`src/rtl/qdec_pkg.sv`:
```
package qdec_pkg;

    localparam int ADDR_W       = 2;
    localparam int IRQ_FLAG_BIT = 8;
    localparam int ERR_FLAG_BIT = 9;

    typedef enum logic [1:0] {
        REG_CTRL = 2'd0,
        REG_TOP  = 2'd1,
        REG_CMP  = 2'd2,
        REG_CNT  = 2'd3
    } reg_sel_e;

    typedef enum logic [1:0] {
        STEP_NONE = 2'd0,
        STEP_UP   = 2'd1,
        STEP_DOWN = 2'd2,
        STEP_BAD  = 2'd3
    } step_e;

    // Control word, bit 0 at the bottom
    typedef struct packed {
        logic       irq_en;      // 7
        logic       rev_cmp_en;  // 6
        logic       pos_cmp_en;  // 5
        logic [1:0] idx_phase;   // 4:3, {A,B}
        logic       idx_en;      // 2
        logic       filt_bypass; // 1
        logic       run;         // 0
    } ctrl_t;

    // Classify a move between two sampled {A,B} states
    function automatic step_e decode_step(input logic [1:0] prev, input logic [1:0] cur);
        logic [1:0] diff;
        diff = prev ^ cur;
        if (diff == 2'b00)
            return STEP_NONE;
        else if (diff == 2'b11)
            return STEP_BAD;
        else if (prev[1] == cur[0])
            return STEP_UP;
        else
            return STEP_DOWN;
    endfunction

endpackage

```
`src/rtl/qdec_sync.sv`:
```
module qdec_sync #(
    parameter int W      = 3,
    parameter int STAGES = 2
) (
    input  logic         clk,
    input  logic         rst,
    input  logic [W-1:0] async_i,
    output logic [W-1:0] sync_o
);
    logic [W-1:0] chain_q [STAGES];

    always_ff @(posedge clk) begin
        if (rst) begin
            for (int s = 0; s < STAGES; s++) chain_q[s] <= '0;
        end else begin
            chain_q[0] <= async_i;
            for (int s = 1; s < STAGES; s++) chain_q[s] <= chain_q[s-1];
        end
    end

    assign sync_o = chain_q[STAGES-1];
endmodule

```
`src/rtl/qdec_filter.sv`:
```
module qdec_filter #(
    parameter int W   = 3,
    parameter int LEN = 3
) (
    input  logic         clk,
    input  logic         rst,
    input  logic         bypass_i,
    input  logic [W-1:0] in_i,
    output logic [W-1:0] out_o
);
    localparam int CW = $clog2(LEN + 1);

    logic [W-1:0] held_q;

    for (genvar i = 0; i < W; i++) begin : g_bit
        logic [CW-1:0] run_q;

        always_ff @(posedge clk) begin
            if (rst) begin
                held_q[i] <= 1'b0;
                run_q     <= '0;
            end else if (bypass_i) begin
                held_q[i] <= in_i[i];
                run_q     <= '0;
            end else if (in_i[i] == held_q[i]) begin
                run_q <= '0;
            end else if (run_q == CW'(LEN - 1)) begin
                held_q[i] <= in_i[i];
                run_q     <= '0;
            end else begin
                run_q <= run_q + 1'b1;
            end
        end

        // a level equal to the held one never moves the filtered output
        a_r2_filter_hold: assert property (@(posedge clk) disable iff (rst)
            (!bypass_i && in_i[i] == held_q[i]) |=> (held_q[i] == $past(held_q[i])));
    end

    assign out_o = bypass_i ? in_i : held_q;
endmodule

```
`src/rtl/qdec_counter.sv`:
```
module qdec_counter
    import qdec_pkg::*;
#(
    parameter int POS_W = 16,
    parameter int REV_W = 16
) (
    input  logic             clk,
    input  logic             rst,
    input  logic [1:0]       ab_i,
    input  logic             index_i,
    input  logic             run_i,
    input  logic             idx_en_i,
    input  logic [1:0]       idx_phase_i,
    input  logic [POS_W-1:0] top_i,
    input  logic             load_i,
    input  logic [POS_W-1:0] load_pos_i,
    input  logic [REV_W-1:0] load_rev_i,
    output logic [POS_W-1:0] pos_o,
    output logic [REV_W-1:0] rev_o,
    output logic             bad_o
);
    logic [1:0]       prev_q;
    logic [POS_W-1:0] pos_q;
    logic [REV_W-1:0] rev_q;
    step_e            step;
    logic             idx_hit;

    assign step    = decode_step(prev_q, ab_i);
    assign idx_hit = run_i && idx_en_i && index_i && (ab_i == idx_phase_i);
    assign bad_o   = run_i && (step == STEP_BAD);

    always_ff @(posedge clk) begin
        if (rst) begin
            prev_q <= '0;
            pos_q  <= '0;
            rev_q  <= '0;
        end else begin
            prev_q <= ab_i;
            if (load_i) begin
                pos_q <= load_pos_i;
                rev_q <= load_rev_i;
            end else if (idx_hit) begin
                pos_q <= '0;
            end else if (run_i) begin
                case (step)
                    STEP_UP: begin
                        if (pos_q >= top_i) begin
                            pos_q <= '0;
                            rev_q <= rev_q + 1'b1;
                        end else begin
                            pos_q <= pos_q + 1'b1;
                        end
                    end
                    STEP_DOWN: begin
                        if (pos_q == '0) begin
                            pos_q <= top_i;
                            rev_q <= rev_q - 1'b1;
                        end else begin
                            pos_q <= pos_q - 1'b1;
                        end
                    end
                    default: ;
                endcase
            end
        end
    end

    assign pos_o = pos_q;
    assign rev_o = rev_q;

    // stopped counter holds
    a_r3_hold_when_stopped: assert property (@(posedge clk) disable iff (rst)
        (!run_i && !load_i) |=> ($stable(pos_q) && $stable(rev_q)));

    // upward wrap at top
    a_r4_wrap_up: assert property (@(posedge clk) disable iff (rst)
        (run_i && !load_i && !idx_hit && step == STEP_UP && pos_q == top_i)
        |=> (pos_q == '0 && rev_q == $past(rev_q) + 1'b1));

    // downward wrap below zero
    a_r5_wrap_down: assert property (@(posedge clk) disable iff (rst)
        (run_i && !load_i && !idx_hit && step == STEP_DOWN && pos_q == '0)
        |=> (pos_q == $past(top_i) && rev_q == $past(rev_q) - 1'b1));

    // a double transition leaves the counts alone
    a_r6_bad_no_count: assert property (@(posedge clk) disable iff (rst)
        (bad_o && !load_i && !idx_hit) |=> ($stable(pos_q) && $stable(rev_q)));

    // accepted index clears position only
    a_r7_index_clear: assert property (@(posedge clk) disable iff (rst)
        (idx_hit && !load_i) |=> (pos_q == '0 && $stable(rev_q)));
endmodule

```
`src/rtl/quad_rev_decoder.sv`:
```
module quad_rev_decoder
    import qdec_pkg::*;
#(
    parameter int POS_W    = 16,
    parameter int REV_W    = 16,
    parameter int FILT_LEN = 3,
    parameter int SYNC_LEN = 2
) (
    input  logic                   clk,
    input  logic                   rst,
    input  logic                   phase_a_i,
    input  logic                   phase_b_i,
    input  logic                   index_i,
    input  logic                   reg_wr_i,
    input  logic [ADDR_W-1:0]      reg_addr_i,
    input  logic [POS_W+REV_W-1:0] reg_wdata_i,
    output logic [POS_W+REV_W-1:0] reg_rdata_o,
    output logic                   cmp_irq_o,
    output logic                   cmp_evt_o
);
    localparam int DW = POS_W + REV_W;

    ctrl_t            ctrl_q;
    logic [POS_W-1:0] top_q;
    logic [POS_W-1:0] cmp_pos_q;
    logic [REV_W-1:0] cmp_rev_q;
    logic             irq_flag_q;
    logic             err_flag_q;
    logic             match;
    logic             match_q;

    logic [2:0]       raw_in, sync_in, filt_in;
    logic [POS_W-1:0] pos;
    logic [REV_W-1:0] rev;
    logic             bad;
    logic             wr_ctrl, wr_top, wr_cmp, wr_cnt;

    assign wr_ctrl = reg_wr_i && (reg_addr_i == REG_CTRL);
    assign wr_top  = reg_wr_i && (reg_addr_i == REG_TOP);
    assign wr_cmp  = reg_wr_i && (reg_addr_i == REG_CMP);
    assign wr_cnt  = reg_wr_i && (reg_addr_i == REG_CNT);

    // Input path: {A, B, index}
    assign raw_in = {phase_a_i, phase_b_i, index_i};

    qdec_sync #(.W(3), .STAGES(SYNC_LEN)) u_sync (
        .clk     (clk),
        .rst     (rst),
        .async_i (raw_in),
        .sync_o  (sync_in)
    );

    qdec_filter #(.W(3), .LEN(FILT_LEN)) u_filt (
        .clk      (clk),
        .rst      (rst),
        .bypass_i (ctrl_q.filt_bypass),
        .in_i     (sync_in),
        .out_o    (filt_in)
    );

    qdec_counter #(.POS_W(POS_W), .REV_W(REV_W)) u_cnt (
        .clk         (clk),
        .rst         (rst),
        .ab_i        (filt_in[2:1]),
        .index_i     (filt_in[0]),
        .run_i       (ctrl_q.run),
        .idx_en_i    (ctrl_q.idx_en),
        .idx_phase_i (ctrl_q.idx_phase),
        .top_i       (top_q),
        .load_i      (wr_cnt),
        .load_pos_i  (reg_wdata_i[POS_W-1:0]),
        .load_rev_i  (reg_wdata_i[DW-1:POS_W]),
        .pos_o       (pos),
        .rev_o       (rev),
        .bad_o       (bad)
    );

    // Register file and sticky flags
    always_ff @(posedge clk) begin
        if (rst) begin
            ctrl_q     <= '0;
            top_q      <= '1;
            cmp_pos_q  <= '0;
            cmp_rev_q  <= '0;
            irq_flag_q <= 1'b0;
            err_flag_q <= 1'b0;
            match_q    <= 1'b0;
        end else begin
            match_q <= match;
            if (wr_ctrl) ctrl_q <= ctrl_t'(reg_wdata_i[7:0]);
            if (wr_top)  top_q  <= reg_wdata_i[POS_W-1:0];
            if (wr_cmp) begin
                cmp_pos_q <= reg_wdata_i[POS_W-1:0];
                cmp_rev_q <= reg_wdata_i[DW-1:POS_W];
            end
            if (cmp_evt_o)
                irq_flag_q <= 1'b1;
            else if (wr_ctrl && reg_wdata_i[IRQ_FLAG_BIT])
                irq_flag_q <= 1'b0;
            if (bad)
                err_flag_q <= 1'b1;
            else if (wr_ctrl && reg_wdata_i[ERR_FLAG_BIT])
                err_flag_q <= 1'b0;
        end
    end

    // Compare unit
    always_comb begin
        case ({ctrl_q.rev_cmp_en, ctrl_q.pos_cmp_en})
            2'b01:   match = (pos == cmp_pos_q);
            2'b10:   match = (rev == cmp_rev_q);
            2'b11:   match = ({rev, pos} == {cmp_rev_q, cmp_pos_q});
            default: match = 1'b0;
        endcase
    end

    assign cmp_evt_o = match && !match_q;
    assign cmp_irq_o = irq_flag_q && ctrl_q.irq_en;

    // Read mux
    always_comb begin
        reg_rdata_o = '0;
        case (reg_sel_e'(reg_addr_i))
            REG_CTRL: begin
                reg_rdata_o[7:0]          = ctrl_q;
                reg_rdata_o[IRQ_FLAG_BIT] = irq_flag_q;
                reg_rdata_o[ERR_FLAG_BIT] = err_flag_q;
            end
            REG_TOP: reg_rdata_o[POS_W-1:0] = top_q;
            REG_CMP: reg_rdata_o = {cmp_rev_q, cmp_pos_q};
            REG_CNT: reg_rdata_o = {rev, pos};
            default: reg_rdata_o = '0;
        endcase
    end

    // event lasts exactly one cycle
    a_r9_evt_single: assert property (@(posedge clk) disable iff (rst)
        cmp_evt_o |=> !cmp_evt_o);

    // event always sets the flag
    a_r9_evt_sets_flag: assert property (@(posedge clk) disable iff (rst)
        cmp_evt_o |=> irq_flag_q);

    // flag stays set without a clearing write
    a_r9_flag_sticky: assert property (@(posedge clk) disable iff (rst)
        (irq_flag_q && !(wr_ctrl && reg_wdata_i[IRQ_FLAG_BIT])) |=> irq_flag_q);

    // error flag is sticky
    a_r6_err_sticky: assert property (@(posedge clk) disable iff (rst)
        (err_flag_q && !(wr_ctrl && reg_wdata_i[ERR_FLAG_BIT])) |=> err_flag_q);
endmodule

```
`config.mk`:
```
export PLATFORM = sky130hd
export DESIGN_NAME = quad_rev_decoder
export DESIGN_NICKNAME = d
export VERILOG_FILES = /design/src/rtl/qdec_pkg.sv /design/src/rtl/qdec_sync.sv /design/src/rtl/qdec_filter.sv /design/src/rtl/qdec_counter.sv /design/src/rtl/quad_rev_decoder.sv
export SDC_FILE = /design/constraint.sdc
export NUM_CORES = 1
export LEC_CHECK = 0
export BUFFER_PORTS_ARGS = -buffer_cell sky130_fd_sc_hd__buf_2
export CELL_PAD_IN_SITES_DETAIL_PLACEMENT = 1
export CELL_PAD_IN_SITES_GLOBAL_PLACEMENT = 1
export CORE_ASPECT_RATIO = 1.5
export CORE_MARGIN = 2
export CORE_UTILIZATION = 40
export DETAILED_ROUTE_END_ITERATION = 16
export PLACE_DENSITY = 0.76
export SLEW_MARGIN = 20
export SYNTH_ARGS = -nofsm -noshare
export SYNTH_HDL_FRONTEND = slang
export SYNTH_SLANG_ARGS = --single-unit
export TNS_END_PERCENT = 20
```
`constraint.sdc`:
```
create_clock -name clk -period 6 [get_ports clk]
set_clock_uncertainty 0.15 [all_clocks]
set_input_delay 0.9 -clock clk [delete_from_list [all_inputs] [get_ports clk]]
set_output_delay 0.9 -clock clk [all_outputs]
set_load 0.02 [all_outputs]
```
# After elaboration in Yosys (flattened, before gate mapping)
# Memories as Yosys holds them, arrays and structs flattened.
# Cells that the tools add are included.
# totals
mem_bits_ro,0
input_bits,40
memories,1
out_inout_bits,34
elab_cells,132
regBits,102
latchBits,0
mem_bits_rw,6
# memory_table
memory,words,word_bits,rd,rd_clocked_by_memory_dff,wr,line_no,rtl
u_sync.chain_q,2,3,2,0,2,qdec_sync.sv:10,logic [W-1:0] chain_q [STAGES];
# op_classes
n_mux,38
n_div,0
addsub,7
multipliers,0
n_reduce_logical,33
n_shift,0
magnitude_cmp,1
bitwise_logic,3
eq_ne,27
# ops
operator,count
16-bit 2-to-1 mux,10
16-bit case mux with 2 select lines,3
10-bit case mux with 4 select lines,1
"16-bit by 1-bit adder with 16-bit output, second input constant",2
16-bit == test,2
32-bit == test,1
"16-bit by 1-bit subtractor with 16-bit output, second input constant",2
"2-bit == test, second input constant",10
6-bit case mux with 3 select lines,1
16-bit >= comparator,1
16-bit zero test,1
1-bit 2-to-1 mux,16
1-bit logical AND,12
2-bit nonzero test,6
4-bit OR reduction,3
3-bit 2-to-1 mux,3
2-bit AND reduction,4
"2-bit by 1-bit adder with 2-bit output, second input constant",3
"2-bit by 1-bit == test with 1-bit output, second input constant",3
2-bit 2-to-1 mux,3
"2-bit inequality test, second input constant",3
"3-bit by 1-bit inequality test with 1-bit output, second input constant",2
3-bit nonzero test,2
5-bit AND reduction,1
9 further kinds,14

# Logic depth before layout (Yosys ltp)
# Gate-level depths: netlist of run 1.
# depth
word_depth,10
mapped_depth,20
ltp_nobuf,15

# Hierarchy
# From an unflattened synthesis of run 1, not the netlist that was laid out.
# unflattened
cells_unflattened,953
hier_area_um2,7522.2
# by_module_without_submodules
module,instances,seq_area_each_um2,cells_per_inst,area_each_um2
qdec_counter,1,680.7,537,3811.2
quad_rev_decoder,1,1181.1,362,3119.2
qdec_filter,1,180.2,39,411.6
qdec_sync,1,120.1,15,180.2

# Worst setup path before layout of run 1
# OpenSTA, ideal clock, no wires.
# synth_timing
kind,register -> register
startpoint,reg ctrl_q[1] in the netlist's numbering
endpoint,"reg u_cnt.rev_q[8], in the netlist u_cnt.rev_o[8]"
period_less_slack_ns,5.092
arrival_time_ns,4.851
n_path_buf,5
setup_ns,0.091
path_slack_ns,0.908
stages_incl_launch_ff,19
required_time_ns,5.759
path_cell_list,dfxtp_1 > clkbuf_1 > mux2i_1 > nor2_1 > o31ai_1 > ha_1 > clkbuf_1 > clkbuf_1 > clkbuf_1 > buf_1 > xor2_1 > ha_1 > a21boi_0 > o22a_1 > nand3_1 > or4b_2 > o211a_1 > or3_1 > a311oi_1
# synth_between
elab_chain_len,10
word_cells_on_any_way,22
cone_classes,eq/ne: 8; mux: 8; bitwise: 1; reduce/logical: 5
# synth_rtl
item,line_no,rtl
from (decl),quad_rev_decoder.sv:23,ctrl_t ctrl_q;
from (signal assigned),quad_rev_decoder.sv:90,if (wr_ctrl) ctrl_q <= ctrl_t'(reg_wdata_i[7:0]);
3-bit 2-to-1 mux *,qdec_filter.sv:40,assign out_o = bypass_i ? in_i : held_q;
2-bit bitwise XOR or 1-bit == test (tied branches),"qdec_pkg.sv:35, qdec_pkg.sv:40",
2-bit == test or 2-bit 2-to-1 mux (tied branches),"qdec_pkg.sv:38, qdec_pkg.sv:40",
2-bit 2-to-1 mux,qdec_pkg.sv:38,else if (diff == 2'b11)
2-bit 2-to-1 mux,qdec_pkg.sv:36,if (diff == 2'b00)
2-bit == test or 2-bit by 1-bit == test with 1-bit output (tied branches),qdec_counter.sv:45,case (step)
16-bit case mux with 2 select lines,qdec_counter.sv:45,
16-bit 2-to-1 mux,qdec_counter.sv:44,end else if (run_i) begin
16-bit 2-to-1 mux,qdec_counter.sv:42,end else if (idx_hit) begin
16-bit 2-to-1 mux,qdec_counter.sv:39,if (load_i) begin
to (signal assigned),qdec_counter.sv:41,rev_q <= load_rev_i;
to (signal assigned),qdec_counter.sv:49,rev_q <= rev_q + 1'b1;
to (signal assigned),qdec_counter.sv:57,rev_q <= rev_q - 1'b1;
to (decl),qdec_counter.sv:24,logic [REV_W-1:0] rev_q;
# Mark *: on every way between the ends. The rest lies on a longest branch, timed or not. The select of a mux whose other input is x is not followed.
# A chain may end at the register's enable or synchronous reset.

# Final worst setup path of run 1
# layout_timing
startpoint,reg ctrl_q[1] in the netlist's numbering
endpoint,"reg u_cnt.rev_q[13], in the netlist u_cnt.rev_o[13]"
# The elaborated chain is that of the path after synthesis.

==> impl_metrics.json, run 1 <==
{
  "die_w_um": 117,
  "dr.first_iter.drc_count": 276,
  "final_area_um2": 8420,
  "vdd_drop_max_mv": 0.120,
  "p_per_area_nw_per_um2": 219,
  "post-cts-setup-buffers": 0,
  "timing.hold.ws_ns": 0.264,
  "die_area_um2": 20300,
  "syn-instance-count": 978,
  "overflow": 0,
  "ys_warn_count": 0,
  "fin_crit_ns": 4.49,
  "first_global_vias": 7644,
  "clockRootBuffer": "clkbuf_16",
  "fillers": 2351,
  "cts_hold_buf": 0,
  "instances_no_fill": 1247,
  "max_slew_margin_pct": 44.6,
  "min_from": "u_filt.g_bit[1].run_q[0]",
  "worst_slack_ns": 1.51,
  "setup_viol": 0,
  "syn-num-nets": 1044,
  "area_growth_pct": 10.1,
  "final_core_util_pct": 45.2,
  "layout.nets": 1056,
  "power_mw": 1.84,
  "totalWireLength_um": 26700,
  "h-tree-depth": 3,
  "clock_latency_ns": 0.38,
  "drive_above_1_share_pct": 13.9,
  "drtAntennaViolNets": 0,
  "grt_usage_pct": 27.0,
  "vias": 7418,
  "routedWlPerCell_um": 21.4,
  "grt_pass1_wl_um": 42100,
  "crit_required_ns": 6.12,
  "clock-sinks": 108,
  "via_per_inst": 5.95,
  "leakage_nw": 3.29,
  "ys_async_sr_fraction_pct": 0,
  "cts_buffers": 9,
  "gp_congestion": 0.899,
  "hpwl_um": 19100,
  "seq_area_frac_synth_pct": 28.3,
  "start_kind": "flip-flop",
  "clockBufferDepth": 2,
  "start_util_pct": 41.1,
  "clkSlewWorstSetupHoldPaths_ns": 0.09,
  "crit_path_max_fanout": 49,
  "reg2reg_from": "ctrl_q[1]",
  "period_share_pct": 74.9,
  "portBuffers": 73,
  "ys_ff_latch": 108,
  "synth-edff-count": 0,
  "maxCapViolations": 0,
  "core_um2": 18600,
  "drc": 0,
  "cts_resized": 0,
  "antenna_found_initial": 0,
  "max_freq_mhz": 223,
  "synth_ff_type": "dfxtp_1",
  "crit_start": "ctrl_q[1]",
  "status": "completed",
  "die_h_um": 173,
  "path_class": "flip-flop to flip-flop",
  "grt_max_degree": 66,
  "tightest_slew_ns": 0.826,
  "drt_first_pass_iters": 5,
  "rsz0062_at_grt": "no",
  "yosys.cell_types.count": 71,
  "crit_arrival_ns": 4.62,
  "syn-cell-area_um2": 7650,
  "critPathCaptureType": "flip-flop",
  "slew_violations": 0,
  "hp-class": "flip-flop to flip-flop",
  "placed_cells": 1231,
  "preCtsSetupSlack_ns": 1.57,
  "row_count": 61,
  "setup-tns-final_ns": 0,
  "avgSynthCellArea_um2": 7.82,
  "hold_viol": 0,
  "dpl_cell_area_um2": 8090,
  "diodes": 0,
  "pin_count": 74,
  "cts_tree": "done"
}
metal layers:
metal / vias up / track usage, % / wire length, um
li1: 3516 / - / -
met3: 73 / 2.83 / 704
met1: 3654 / 29.2 / 9980
met4: 0 / 17.7 / 1750
met2: 175 / 48.4 / 14300
met5: - / 0 / 0
power breakdown:
group | internal, mW | leakage, nW | total (mW) | switching, mW
Clock | 0.304 | 0.156 | 0.653 | 0.349
Sequential | 0.747 | 0.881 | 0.804 | 0.0577
Combinational | 0.154 | 2.25 | 0.383 | 0.229
registers in the layout (all words and copies together) (netlist names), 2 cells and up:
register / cells
u_cnt.pos_o: 16
cmp_rev_q: 16
u_sync.chain_q: 6
cmp_pos_q: 16
u_filt.held_q: 3
ctrl_q: 8
u_cnt.rev_o: 16
top_q: 16
u_cnt.prev_q: 2
u_filt.g_bit.run_q: 6
cells in the mapped netlist (all sizes together) (11+ instances only):
library cell | count | area [um2]
nand2 | 112 | 423
dfxtp | 108 | 2160
nor2 | 105 | 394
clkbuf | 64 | 240
a21oi | 62 | 310
xnor2 | 56 | 490
inv | 31 | 116
mux2i | 30 | 300
nor2b | 27 | 169
o21ai | 27 | 135
ha | 26 | 325
buf | 23 | 115
nand3 | 23 | 115
nor3 | 22 | 115
xor2 | 17 | 149
a211o | 16 | 140
a211oi | 15 | 118
o22ai | 14 | 87.6
nand4 | 12 | 75.1
o211ai | 12 | 90.1
mux2 | 11 | 124
kinds of logic after synthesis:
| family | after synthesis | share of synthesized area, % |
|---|---|---|
| simple gates | 372 | 23.7 |
| buf+inv | 119 | 6.22 |
| mux | 51 | 8.49 |
| fa+ha+maj | 26 | 4.25 |
| compound gates | 229 | 20.7 |
| flops | 108 | 28.3 |
| xor+xnor | 73 | 8.36 |
path summary, 6_finish.rpt:
path / to / slack (ns) / cells after the start
worst max-delay path: u_cnt.rev_o[13] / 1.51 / 13
worst min-delay path: u_filt.g_bit[1].run_q[0] / 0.26 / 1
worst max register to register: u_cnt.rev_o[13] / 1.51 / 13
worst min register to register: u_filt.g_bit[1].run_q[0] / 0.26 / 1
cell usage in the layout, fill, tap and decap left out, types with 10 or more instances in the layout:
| master | n |
|---|---|
| a211oi_1 | 14 |
| nand3_1 | 23 |
| nand2_1 | 111 |
| a211o_1 | 16 |
| mux2i_1 | 30 |
| mux2_2 | 10 |
| xor2_1 | 17 |
| dfxtp_1 | 108 |
| o21ai_0 | 27 |
| nor3_1 | 21 |
| nand4_1 | 12 |
| nor2b_1 | 27 |
| inv_1 | 31 |
| o211ai_1 | 12 |
| o22ai_1 | 14 |
| nor2_1 | 105 |
| mux4_2 | 10 |
| a21oi_1 | 62 |
| buf_4 | 16 |
| buf_2 | 72 |
| ha_1 | 26 |
| xnor2_1 | 56 |
cell type report:
class	instances	area, um2	share of cell area (%)
Clock buffer	9	225	2.68
Clock inverter	7	101	1.20
Inverter	32	120	1.43
Multi-Input combinational cell	751	5010	59.6
Sequential cell	108	2160	25.7
Tap cell	252	315	3.75
Timing Repair Buffer	88	480	5.71
worst max-delay path, stage by stage, from the launching register on:
cell and delay, ns:
dfxtp_1 0.56, mux2i_1 0.45, nor2_1 0.12, o31ai_1 0.38
ha_1 0.31, buf_4 0.49, nand2b_1 0.17, nor2_1 0.16
a21boi_1 0.18, buf_4 0.17, o211ai_1 0.11, mux2_2 0.33
or4_1 0.51, a311oi_1 0.30
(Power assumes the default switching activity.)
==> inputs of run 2 (changes only) <==
--- a/config.mk
+++ b/config.mk
@@ -12,7 +12,7 @@
 export CORE_MARGIN = 2
 export CORE_UTILIZATION = 40
 export DETAILED_ROUTE_END_ITERATION = 16
-export PLACE_DENSITY = 0.76
+export PLACE_DENSITY = 0.79
 export SLEW_MARGIN = 20
 export SYNTH_ARGS = -nofsm -noshare
 export SYNTH_HDL_FRONTEND = slang
==> constraint.sdc (replaced) <==
create_clock -name clk -period 3.98 [get_ports clk]
set_clock_uncertainty 0.15 [all_clocks]
set_input_delay 0.597 -clock clk [delete_from_list [all_inputs] [get_ports clk]]
set_output_delay 0.597 -clock clk [all_outputs]
set_load 0.02 [all_outputs]
==> impl_metrics.json, run 2 (same netlist as run 1, synthesis figures left out) <==
{
  "grt_pass1_wl_um": 42900,
  "setup_viol": 0,
  "grt_use_met3_pct": 3.53,
  "dpl_cell_area_um2": 8320,
  "die_w_um": 117,
  "row_count": 61,
  "gp_congestion": 1.01,
  "max_slew_margin_pct": 33.6,
  "slew_violations": 0,
  "rrSetupSlack_ns": 0.22,
  "h-tree-depth": 3,
  "critPathCaptureType": "output port",
  "period_share_pct": 99.2,
  "routedWlPerCell_um": 21.6,
  "first_global_vias": 7787,
  "hp-class": "flip-flop to flip-flop",
  "portBuffers": 73,
  "final_common_cell": "nand2_1",
  "hpwl_um": 20200,
  "crit_arrival_ns": 3.20,
  "start_kind": "flip-flop",
  "busiest_layer": "met2",
  "preCtsSetupSlack_ns": 0.235,
  "drc": 0,
  "final_core_util_pct": 46.6,
  "setup-tns-final_ns": 0,
  "pin_count": 74,
  "timing.hold.ws_ns": 0.264,
  "globalRouteMet2Util_pct": 50.5,
  "leakage_nw": 3.45,
  "clockRootBuffer": "clkbuf_16",
  "clockBufferDepth": 2,
  "vdd_drop_max_mv": 0.171,
  "worst_slack_ns": 0.0302,
  "grtUsageMet1_pct": 29.0,
  "status": "completed",
  "crit_path_max_fanout": 10,
  "hold_viol": 0,
  "grt_usage_pct": 27.5,
  "start_util_pct": 41.1,
  "overflow": 0,
  "clkSlewWorstSetupHoldPaths_ns": 0.08,
  "maxCapViolations": 0,
  "cts_tree": "done",
  "via_per_inst": 5.97,
  "layout.nets": 1085,
  "drtAntennaViolNets": 0,
  "area_growth_pct": 13.6,
  "fin_crit_ns": 3.95,
  "vias": 7621,
  "layout_common_cells": "111 x nand2_1, 107 x dfxtp_1, 104 x nor2_1",
  "cts_buffers": 9,
  "max_freq_mhz": 253,
  "die_h_um": 173,
  "instances_no_fill": 1276,
  "totalWireLength_um": 27500,
  "core_um2": 18600,
  "antenna_found_initial": 0,
  "die_area_um2": 20300,
  "grt_max_degree": 93,
  "power_mw": 2.79,
  "crit_required_ns": 3.23,
  "drt_first_pass_iters": 5,
  "dr.first_iter.drc_count": 379,
  "final_area_um2": 8680,
  "diodes": 0,
  "p_per_area_nw_per_um2": 321,
  "drive_above_1_share_pct": 17.0,
  "tightest_slew_ns": 0.996,
  "clock-sinks": 108,
  "path_class": "flip-flop to output port",
  "clock_latency_ns": 0.38,
  "placed_cells": 1255
}
run 2: changes by cell type in the layout (fill, tap and decap cells not counted), sizes merged:
cell	previous run	this run
buf	88	117
clkinv	7	4
inv	32	35
run 2: where the power goes:
group | total (mW) | leakage (nW) | switching [mW] | internal (mW)
sequential | 1.19 | 0.881 | 0.0636 | 1.13
clock | 0.971 | 0.156 | 0.512 | 0.460
combinational | 0.630 | 2.41 | 0.380 | 0.251
total | 2.79 | 3.45 | 0.955 | 1.84
run 2: worst paths after layout:
| kind | startpoint | end | cells after the start |
|---|---|---|---|
| min reg2reg | u_filt.g_bit[1].run_q[0] | u_filt.g_bit[1].run_q[0] | 1 |
| max reg2reg | ctrl_q[1] | u_cnt.rev_o[12] | 15 |
| min | u_filt.g_bit[1].run_q[0] | u_filt.g_bit[1].run_q[0] | 1 |
| max | u_cnt.rev_o[1] | cmp_evt_o | 6 |
run 2: layout make-up:
type                    count  area (um2)
clock buffers               9         225
clock inverters             7        93.8
fillers                  2332        9940
inverters                  32         120
multi-input cells         751        5060
flip-flops and latches    108        2160
well taps                 252         315
repair buffers            117         711
run 2: what timing repair did:
item	CTS	global route
setup buffers	0	5
setup endpoints to repair	0	2
resized for setup	0	1
hold buffers	0	0
run 2: critical path, stage by stage, from the launching register on:
cell,delay [ns]
dfxtp_1,0.45
xnor2_1,0.51
nand4_1,0.33
o41ai_1,0.73
o211ai_1,0.38
nor2_1,0.23
buf_2,0.20
run 2: metal layers:
| metal | wire length, um | vias up |
|---|---|---|
| met1 | 9970 | 3733 |
| met3 | 1030 | 98 |
| met5 | 0 | - |
| met2 | 14700 | 221 |
| met4 | 1810 | 0 |
| li1 | - | 3569 |
